## src/rtl/lsagu_pkg.sv

```systemverilog
package lsagu_pkg;
  typedef enum logic [1:0] {
    IDX_OFFSET = 2'd0,
    IDX_PRE    = 2'd1,
    IDX_POST   = 2'd2,
    IDX_RSVD   = 2'd3
  } idx_mode_e;

  typedef enum logic [1:0] {
    OFS_IMM     = 2'd0,
    OFS_REG     = 2'd1,
    OFS_REG_SHL = 2'd2,
    OFS_RSVD    = 2'd3
  } ofs_src_e;

  typedef enum logic [1:0] {
    SZ_BYTE = 2'd0,
    SZ_HALF = 2'd1,
    SZ_WORD = 2'd2,
    SZ_WIDE = 2'd3
  } acc_size_e;
endpackage

```

## src/rtl/lsagu_offset_gen.sv

```systemverilog
module lsagu_offset_gen
  import lsagu_pkg::*;
#(
  parameter int ADDR_W = 32,
  parameter int IMM_W  = 12,
  parameter int SH_W   = 5
) (
  input  logic [ADDR_W-1:0] index,
  input  logic [IMM_W-1:0]  imm_off,
  input  ofs_src_e          off_sel,
  input  logic [SH_W-1:0]   shamt,
  output logic [ADDR_W-1:0] offset
);
  logic [ADDR_W-1:0] imm_ext;
  logic [ADDR_W-1:0] idx_shl;

  // Zero-extend the immediate; a full-width immediate needs no padding.
  generate
    if (IMM_W < ADDR_W) begin : g_pad
      assign imm_ext = {{(ADDR_W-IMM_W){1'b0}}, imm_off};
    end else begin : g_trunc
      assign imm_ext = imm_off[ADDR_W-1:0];
    end
  endgenerate

  assign idx_shl = index << shamt;

  always_comb begin
    unique case (off_sel)
      OFS_IMM:     offset = imm_ext;
      OFS_REG_SHL: offset = idx_shl;
      default:     offset = index;
    endcase
  end
endmodule

```

## src/rtl/lsagu_addr_calc.sv

```systemverilog
module lsagu_addr_calc
  import lsagu_pkg::*;
#(
  parameter int ADDR_W = 32
) (
  input  logic [ADDR_W-1:0] base,
  input  logic [ADDR_W-1:0] offset,
  input  logic              sub_off,
  input  idx_mode_e         idx_mode,
  output logic [ADDR_W-1:0] eff_addr,
  output logic [ADDR_W-1:0] wb_value,
  output logic              wb_en
);
  logic [ADDR_W-1:0] sum;

  // Modulo 2^ADDR_W: carries out of the top bit are dropped.
  assign sum = sub_off ? (base - offset) : (base + offset);

  always_comb begin
    wb_value = sum;
    unique case (idx_mode)
      IDX_PRE: begin
        eff_addr = sum;
        wb_en    = 1'b1;
      end
      IDX_POST: begin
        eff_addr = base;
        wb_en    = 1'b1;
      end
      default: begin
        eff_addr = sum;
        wb_en    = 1'b0;
      end
    endcase
  end
endmodule

```

## src/rtl/lsagu_lane_unit.sv

```systemverilog
module lsagu_lane_unit
  import lsagu_pkg::*;
#(
  parameter int DATA_W = 32
) (
  input  logic                   active,
  input  logic [$clog2(DATA_W/8)-1:0] addr_lo,
  input  acc_size_e              size,
  input  logic                   ld_signed,
  input  logic [DATA_W-1:0]      rdata,
  output logic [DATA_W/8-1:0]    byte_en,
  output logic [DATA_W-1:0]      ld_data
);
  localparam int LANES = DATA_W / 8;
  localparam int LO_W  = $clog2(LANES);
  localparam int HALVES = LANES / 2;

  logic [LANES-1:0] be_byte;
  logic [LANES-1:0] be_half;
  logic [7:0]       sel_byte;
  logic [15:0]      sel_half;

  generate
    for (genvar g = 0; g < LANES; g++) begin : g_lane
      assign be_byte[g] = (addr_lo == LO_W'(g));
      assign be_half[g] = (addr_lo[LO_W-1:1] == (LO_W-1)'(g / 2));
    end
  endgenerate

  always_comb begin
    sel_byte = '0;
    for (int i = 0; i < LANES; i++) begin
      if (addr_lo == LO_W'(i)) sel_byte = rdata[8*i +: 8];
    end
  end

  always_comb begin
    sel_half = '0;
    for (int j = 0; j < HALVES; j++) begin
      if (addr_lo[LO_W-1:1] == (LO_W-1)'(j)) sel_half = rdata[16*j +: 16];
    end
  end

  always_comb begin
    if (!active) begin
      byte_en = '0;
    end else begin
      unique case (size)
        SZ_BYTE: byte_en = be_byte;
        SZ_HALF: byte_en = be_half;
        default: byte_en = '1;
      endcase
    end
  end

  always_comb begin
    unique case (size)
      SZ_BYTE: ld_data = {{(DATA_W-8){ld_signed & sel_byte[7]}}, sel_byte};
      SZ_HALF: ld_data = {{(DATA_W-16){ld_signed & sel_half[15]}}, sel_half};
      default: ld_data = rdata;
    endcase
  end
endmodule

```

## src/rtl/ls_addr_gen.sv

```systemverilog
module ls_addr_gen
  import lsagu_pkg::*;
#(
  parameter int ADDR_W = 32,
  parameter int IMM_W  = 12,
  parameter int SH_W   = 5,
  parameter int DATA_W = 32
) (
  input  logic                 clk,
  input  logic                 rst_n,
  input  logic                 req_valid,
  input  logic [ADDR_W-1:0]    base,
  input  logic [ADDR_W-1:0]    index,
  input  logic [IMM_W-1:0]     imm_off,
  input  logic [1:0]           off_sel,
  input  logic [SH_W-1:0]      shamt,
  input  logic [1:0]           idx_mode,
  input  logic                 sub_off,
  input  logic [1:0]           acc_size,
  input  logic                 ld_signed,
  input  logic [DATA_W-1:0]    mem_rdata,
  output logic                 rsp_valid,
  output logic [ADDR_W-1:0]    eff_addr,
  output logic [ADDR_W-1:0]    wb_value,
  output logic                 wb_en,
  output logic [DATA_W/8-1:0]  byte_en,
  output logic [DATA_W-1:0]    ld_data
);
  localparam int LANES = DATA_W / 8;
  localparam int LO_W  = $clog2(LANES);

  // Reset: asserted asynchronously, released on the clock.
  logic [1:0] rst_sync_q;
  logic       rst_n_i;

  always_ff @(posedge clk or negedge rst_n) begin
    if (!rst_n) rst_sync_q <= 2'b00;
    else        rst_sync_q <= {rst_sync_q[0], 1'b1};
  end
  assign rst_n_i = rst_sync_q[1];

  logic [ADDR_W-1:0] offset;
  logic [ADDR_W-1:0] ea_c, wb_c;
  logic              wben_c;

  lsagu_offset_gen #(.ADDR_W(ADDR_W), .IMM_W(IMM_W), .SH_W(SH_W)) u_ofs (
    .index   (index),
    .imm_off (imm_off),
    .off_sel (ofs_src_e'(off_sel)),
    .shamt   (shamt),
    .offset  (offset)
  );

  lsagu_addr_calc #(.ADDR_W(ADDR_W)) u_calc (
    .base     (base),
    .offset   (offset),
    .sub_off  (sub_off),
    .idx_mode (idx_mode_e'(idx_mode)),
    .eff_addr (ea_c),
    .wb_value (wb_c),
    .wb_en    (wben_c)
  );

  // Response stage: next-state logic then registers, enabled by req_valid.
  logic              vld_d, vld_q;
  logic [ADDR_W-1:0] ea_d, ea_q, wb_d, wb_q;
  logic              wben_d, wben_q;
  acc_size_e         size_d, size_q;
  logic              sgn_d, sgn_q;
  logic              cap_en;

  assign cap_en = req_valid;

  always_comb begin
    vld_d  = req_valid;
    ea_d   = ea_q;
    wb_d   = wb_q;
    wben_d = 1'b0;
    size_d = size_q;
    sgn_d  = sgn_q;
    if (cap_en) begin
      ea_d   = ea_c;
      wb_d   = wb_c;
      wben_d = wben_c;
      size_d = acc_size_e'(acc_size);
      sgn_d  = ld_signed;
    end
  end

  always_ff @(posedge clk or negedge rst_n_i) begin
    if (!rst_n_i) begin
      vld_q  <= 1'b0;
      ea_q   <= '0;
      wb_q   <= '0;
      wben_q <= 1'b0;
      size_q <= SZ_BYTE;
      sgn_q  <= 1'b0;
    end else begin
      vld_q  <= vld_d;
      ea_q   <= ea_d;
      wb_q   <= wb_d;
      wben_q <= wben_d;
      size_q <= size_d;
      sgn_q  <= sgn_d;
    end
  end

  lsagu_lane_unit #(.DATA_W(DATA_W)) u_lane (
    .active    (vld_q),
    .addr_lo   (ea_q[LO_W-1:0]),
    .size      (size_q),
    .ld_signed (sgn_q),
    .rdata     (mem_rdata),
    .byte_en   (byte_en),
    .ld_data   (ld_data)
  );

  assign rsp_valid = vld_q;
  assign eff_addr  = ea_q;
  assign wb_value  = wb_q;
  assign wb_en     = wben_q;
endmodule

```

## config.mk

```make
export PLATFORM = sky130hd
export DESIGN_NAME = ls_addr_gen
export DESIGN_NICKNAME = d
export VERILOG_FILES = /design/src/rtl/lsagu_pkg.sv /design/src/rtl/lsagu_offset_gen.sv /design/src/rtl/lsagu_addr_calc.sv /design/src/rtl/lsagu_lane_unit.sv /design/src/rtl/ls_addr_gen.sv
export SDC_FILE = /design/constraint.sdc
export NUM_CORES = 1
export LEC_CHECK = 0
export BUFFER_PORTS_ARGS = -buffer_cell sky130_fd_sc_hd__buf_2
export CELL_PAD_IN_SITES_DETAIL_PLACEMENT = 0
export CELL_PAD_IN_SITES_GLOBAL_PLACEMENT = 1
export CORE_MARGIN = 5
export CORE_UTILIZATION = 44
export DETAILED_ROUTE_END_ITERATION = 7
export PLACE_DENSITY_LB_ADDON = 0.12
export SETUP_SLACK_MARGIN = 0.1
export SYNTH_ARGS = -nofsm -noshare
export SYNTH_HDL_FRONTEND = slang
export SYNTH_SLANG_ARGS = --single-unit
```

## constraint.sdc

```tcl
create_clock -name clk -period 6.12 [get_ports clk]
set_input_delay 0.918 -clock clk [delete_from_list [all_inputs] [get_ports clk]]
set_output_delay 0.918 -clock clk [all_outputs]
set_load 0.1 [all_outputs]
```

Word level (Yosys, flattened, before mapping). Cells that the tools add are included.

Reductions and logical operators: 4. Add/subtract/negate cells: 2. Shift-type cells: 1. Bitwise operators: 3. Equality and inequality tests: 7. Muxes and demuxes: 13.

Operators with widths (count): one-hot mux 32 bit (2 select lines) (2); 2-to-1 mux 32 bit (2); adder 32 bit (1); 2-to-1 mux 8 bit (4); left shift 32 x 5 -> 32 bit (1); subtractor 32 bit (1); 2-to-1 mux 16 bit (1); equality test 2 bit, second input constant (4); one-hot mux 4 bit (2 select lines) (1); equality test 2 x 1 -> 1 bit, second input constant (3); logical NOT 2 bit (3); 2-to-1 mux 4 bit (1); AND 1 bit (2); 2-to-1 mux 1 bit (2); OR reduction 2 bit (1); NOT 1 bit (1).

Output and inout bits: 102. Flip-flop bits (word level): 71. Logic and storage cells: 37.

Logic depth before layout (Yosys ltp).
Depth after elaboration: 7. Mapped depth: 24. Depth with buffers taken out: 21.

Hierarchy. Synthesis repeated with hierarchy kept, for this count alone.

Cells, all modules: 1002. Area total of the unflattened synthesis: 9033.7 µm².

Modules (own cells, without submodules): lsagu_addr_calc (cells an instance 499, area each 3314.4 µm², times used 1); ls_addr_gen (cells an instance 148, area each 2677.6 µm², times used 1); lsagu_offset_gen (cells an instance 241, area each 2237.1 µm², times used 1); lsagu_lane_unit (cells an instance 114, area each 804.5 µm², times used 1).

Worst setup path before layout. Ideal clock, no wire load.

Path kind: input port to flip-flop. Start: input off_sel[0]. End: register wb_q[29] (netlist: wb_value[29]). Required time: 5.978 ns. Path buffers: 5. Setup slack: 0.274 ns. Stages on the path: 24. Arrival time: 5.704 ns. Cells stage by stage: buf_2 > buf_2 > buf_2 > buf_1 > clkbuf_1 > a222oi_1 > ha_1 > o311ai_0 > a21oi_1 > o2111ai_1 > nor3_1 > a41o_1 > o21ai_1 > o31ai_1 > xor2_1 > ha_1 > a21o_1 > a21o_1 > a21oi_1 > o2111ai_1 > and2_1 > a221o_1 > o2111ai_1 > o221ai_1.

Word-level cells in the longest chain between the ends: 4. Elaborated cells on any way between the ends: 6. Classes of those cells: add/sub (2); eq/ne (1); mux (2); reduce/logical (1).

RTL lines: from (decl) (line ls_addr_gen.sv:15) `input logic [1:0] off_sel,`; equality test 2 bit / logical NOT 2 bit (equally long branches) (line lsagu_offset_gen.sv:29) `unique case (off_sel)`; one-hot mux 32 bit (2 select lines) (*) (line lsagu_offset_gen.sv:29); adder 32 bit / subtractor 32 bit (equally long branches) (line lsagu_addr_calc.sv:17) `assign sum = sub_off ? (base - offset) : (base + offset);`; 2-to-1 mux 32 bit (*) (line lsagu_addr_calc.sv:17); to (signal assigned) (line ls_addr_gen.sv:101) `wb_q <= wb_d;`; to (decl) (line ls_addr_gen.sv:66) `logic [ADDR_W-1:0] ea_d, ea_q, wb_d, wb_q;`.

Mark *: on every way between the ends. The rest lies on a longest branch, timed or not. A chain may end at the register's enable or synchronous reset.

Worst setup path in the final report.
Start: input shamt[0]. End: register wb_q[29] (netlist: wb_value[29]).

Word-level cells in the longest chain between the ends: 4. Elaborated cells on any way between the ends: 5. Classes of those cells: add/sub (2); shift (1); mux (2).

RTL lines: from (decl) (line ls_addr_gen.sv:16) `input logic [SH_W-1:0] shamt,`; left shift 32 x 5 -> 32 bit (*) (line lsagu_offset_gen.sv:26) `assign idx_shl = index << shamt;`; one-hot mux 32 bit (2 select lines) (*) (line lsagu_offset_gen.sv:29); adder 32 bit / subtractor 32 bit (equally long branches) (line lsagu_addr_calc.sv:17); 2-to-1 mux 32 bit (*) (line lsagu_addr_calc.sv:17).

Marks and branches as above.

==> summary.md <==
| Metric | Value |
|---|---|
| Pint | `1.56 mW` |
| Hold Fails Final Rpt | `0` |
| Xor and xnor area share after synthesis | `5.12%` |
| Worst slew pin tran | `1.05 ns` |
| Drt first-iter violations | `887` |
| Antenna Violating Nets Remaining | `0` |
| Max Freq | `0.175 GHz` |
| Routed via count | `8875` |
| DR vias/cell | `6.10` |
| Routed wire per std cell | `20.7 um` |
| CTS tree | `yes` |
| Die W | `149 um` |
| # IOs | `226` |
| Crit path to | `wb_value[29]` |
| Worst ir drop on vdd | `0.170 mV` |
| Antenna violations before repair | `0` |
| Synth top area share | `20.8%` |
| Slowest CP cell | `mux4_2` |
| Compound-Gate Fraction of Synth Area | `27.2%` |
| Die Y | `149 um` |
| Sw Share | `59.5%` |
| Critical path capture point type | `register` |
| GRT Overall Usage | `26.5%` |
| WP data arrival | `5.91 ns` |
| Crit Path Max Fanout | `36` |
| Reg2reg setup slack | `4.97 ns` |
| Min Tclk post-route | `5.72 ns` |
| EDFF count, synth | `0` |
| CTS H-tree depth | `3` |
| Worst R2R Path Depth | `2` |
| Gr ovfl total | `0` |
| Worst skew pair latency | `0.34 ns` |
| Reg2Reg Launch Point | `eff_addr[1]` |
| CTS max path bufs | `2` |
| Sequential fraction of the synthesis area | `20.8%` |
| Number of detailed-route iterations in the first pass | `5` |
| Post-CTS Hold Buffers | `0` |
| CTS Root Cell | `clkbuf_16` |
| Yosys warnings | `0` |
| Worst setup SP type | `input pin` |
| Max_slew headroom | `29.6%` |
| R2R Path End | `eff_addr[1]` |
| Cell variety after synth | `90` |
| Port Buf Inserts | `225` |
| Adder-Cell Fraction of Synth Area | `5.06%` |
| Avg Inst Size Synth | `8.76 um^2` |
| Cell Area, Synth | `0.00856 mm^2` |
| Most common cell after layout, fill and taps aside | `buf_2` |
| Post-Synth Simple-Gate Area | `16.3%` |
| Number of cells on the critical path | `19` |
| Cell mode on critical path | `o2111ai_1` |
| Routability congestion estimate | `0.983` |
| Buf+Inv Stages, Crit Path | `2` |
| Hold Path Class | `in2async` |
| Delay-heaviest family, CP | `compound AO/OA/AOI/OAI gates` |
| Leak | `4.70 nW` |
| Antenna cells | `0` |
| Comb pwr share | `66.9%` |
| Final HPWL DP | `23.8 mm` |
| Clk sinks | `71` |
| Drt drc | `0` |
| Cell taking the most area after synthesis | `dfrtp_1` |
| Largest family of logic cells by synthesized area | `compound AO/OA/AOI/OAI gates` |
| Cell Rows | `51` |
| Placed insts | `1440` |
| Pin count of the biggest net entering global routing | `70` |
| Final setup fails | `0` |
| Mux cell area share after synthesis | `20.1%` |
| Syn Inst Count | `977` |
| Layout Nets | `1344` |
| Crit-path max cell delay | `0.55 ns` |
| Switching power | `2.29 mW` |
| Flop pwr share | `18.2%` |
| Clock network power share | `14.9%` |
| Synth async-reset ratio | `100%` |
| Ys flop type | `dfrtp_1` |
| Power density over the cells | `372 mW/mm^2` |
| Fin Clk Skew | `0.00402 ns` |
| Mapped Nets | `1135` |
| Area Overhead vs Synth | `20.8%` |
| Core area | `0.0193 mm^2` |
| Fill cell count | `1911` |
| Critical setup path kind | `in2reg` |
| Final Max Slew Viols | `0` |
| First-pass GRT wire length | `47.4 mm` |
| Area contributors post-synth | `dfrtp_1 21%, mux4_2 9.5%, mux2i_1 5.5%, ha_1 4.8%, a21oi_1 4.2%` |
| Drt total wl | `30.2 mm` |
| Period utilization | `93.4%` |
| Number of global-route vias before repair | `8440` |
| Req. time, crit path | `6.32 ns` |
| CP Cell Sequence | `buf_2, buf_12, mux2_2, mux4_2, a221o_1, or2_1, nor3_1, a21oi_1, xnor2_1, ha_1, and3_1, o21ai_0, o2111ai_1, a31oi_1, o2111ai_1, and2_1, a221o_1, o2111ai_1, o221ai_1` |
| TritonCTS Buffers | `9` |
| Max_cap viols | `0` |
| FF+latch count, synth | `71` |
| Status | `completed` |
| Setup TNS | `0 ns` |
| RSZ-0062 raised after global routing | `no` |
| Layout Cells excl Fill | `1456` |
| Ratio of cells with drive above 1 in the final layout | `31.9%` |
| Clock-pin slew on the worst setup and hold paths | `0.06 ns` |
| Commonest cells after routing, fill and taps aside | `225 x buf_2, 80 x nor2_1, 72 x a21oi_1` |
| Initial core utilization | `44.3%` |
| Crit path launch | `shamt[0]` |
| Die area | `0.0223 mm^2` |
## worst reg2reg max path, stage by stage, from the launching register on
cell	delay (ns)
dfrtp_1	0.81
nor2_1	0.12
a21oi_1	0.14
## logic make-up (layout without fill, tap and decap cells)
kind of cell | Yosys count | after routing
buffers and inverters | 102 | 316
adder cells (fa/ha/maj) | 34 | 34
other | 1 | 1
multiplexers | 118 | 118
XOR/XNOR | 50 | 50
AO/OA/AOI/OAI | 331 | 331
AND/OR/NAND/NOR | 270 | 270
flip-flops | 71 | 71
## through the flow
stage	util [%]	power (mW)	worst slack, ns	area [um^2]	hold slack (ns)
after global routing	53.5	4.02	0.126	10300	0.338
final	53.5	3.85	0.404	10300	0.348
after CTS	53.4	3.86	0.418	10300	0.337
after detailed placement	51.8	3.27	0.0702	10000	0.337
after floorplan	-	2.78	0.274	8560	0.331
after global placement	51.8	3.26	0.128	10000	0.341
## how the worst min path moves through the flow
stage | start | end | slack (ns) | cells past startpoint
2_1_floorplan | rst_sync_q[0] | rst_sync_q[1] | 0.33 | 0
3_3_place_gp | rst_sync_q[0] | rst_sync_q[1] | 0.34 | 0
3_5_place_dp | rst_sync_q[0] | rst_sync_q[1] | 0.34 | 0
4_1_cts | rst_n | rst_sync_q[1] | 0.34 | 1
5_1_grt | rst_n | rst_sync_q[1] | 0.34 | 1
6_report | rst_n | rst_sync_q[1] | 0.35 | 1
## cell usage after synthesis (all sizes together) (18+ instances only)
master and instances:
inv 30, a21o 30, xnor2 27, nand2 65, nor2 81, mux2i 47
mux4 38, and3 18, dfrtp 71, xor2 23, clkbuf 40, ha 33
nand3 19, o21ai 55, mux2 33, a21oi 72, buf 31
## what timing repair did
item | 4_1_cts | 5_1_grt
buffers inserted | 0 | 0
endpoints found under the setup margin | 0 | 5
gates resized for setup | 0 | 1
## state kept, by name (all words and copies together), names as in the netlist
name and flops:
eff_addr 32, wb_value 32, rst_sync_q 2, size_q 2, rsp_valid 1, sgn_q 1, wb_en 1
## power groups by stage
stage / clock network, mW / registers [mW] / logic (mW)
5_1_grt: 0.605 / 0.719 / 2.70
3_5_place_dp: 0 / 0.708 / 2.57
6_report: 0.573 / 0.701 / 2.57
3_3_place_gp: 0 / 0.705 / 2.56
4_1_cts: 0.586 / 0.701 / 2.57
2_1_floorplan: 0 / 1.72 / 1.06
## metal layers
metal / wire length (um) / global-route usage (%)
met5: 0 / 0
met4: 1030 / 9.38
met3: 2290 / 3.45
met2: 13100 / 40.5
met1: 13700 / 38.5
## cell type report
type / instances / area [um^2] / share of cell area (%)
clock buffer: 10 / 229 / 2.22
tap: 265 / 332 / 3.21
clock inverter: 6 / 92.6 / 0.896
multi-input combinational: 804 / 6320 / 61.1
inverter: 31 / 116 / 1.13
sequential: 71 / 1780 / 17.2
timing repair buffer: 269 / 1470 / 14.2
(Power assumes the default switching activity.)
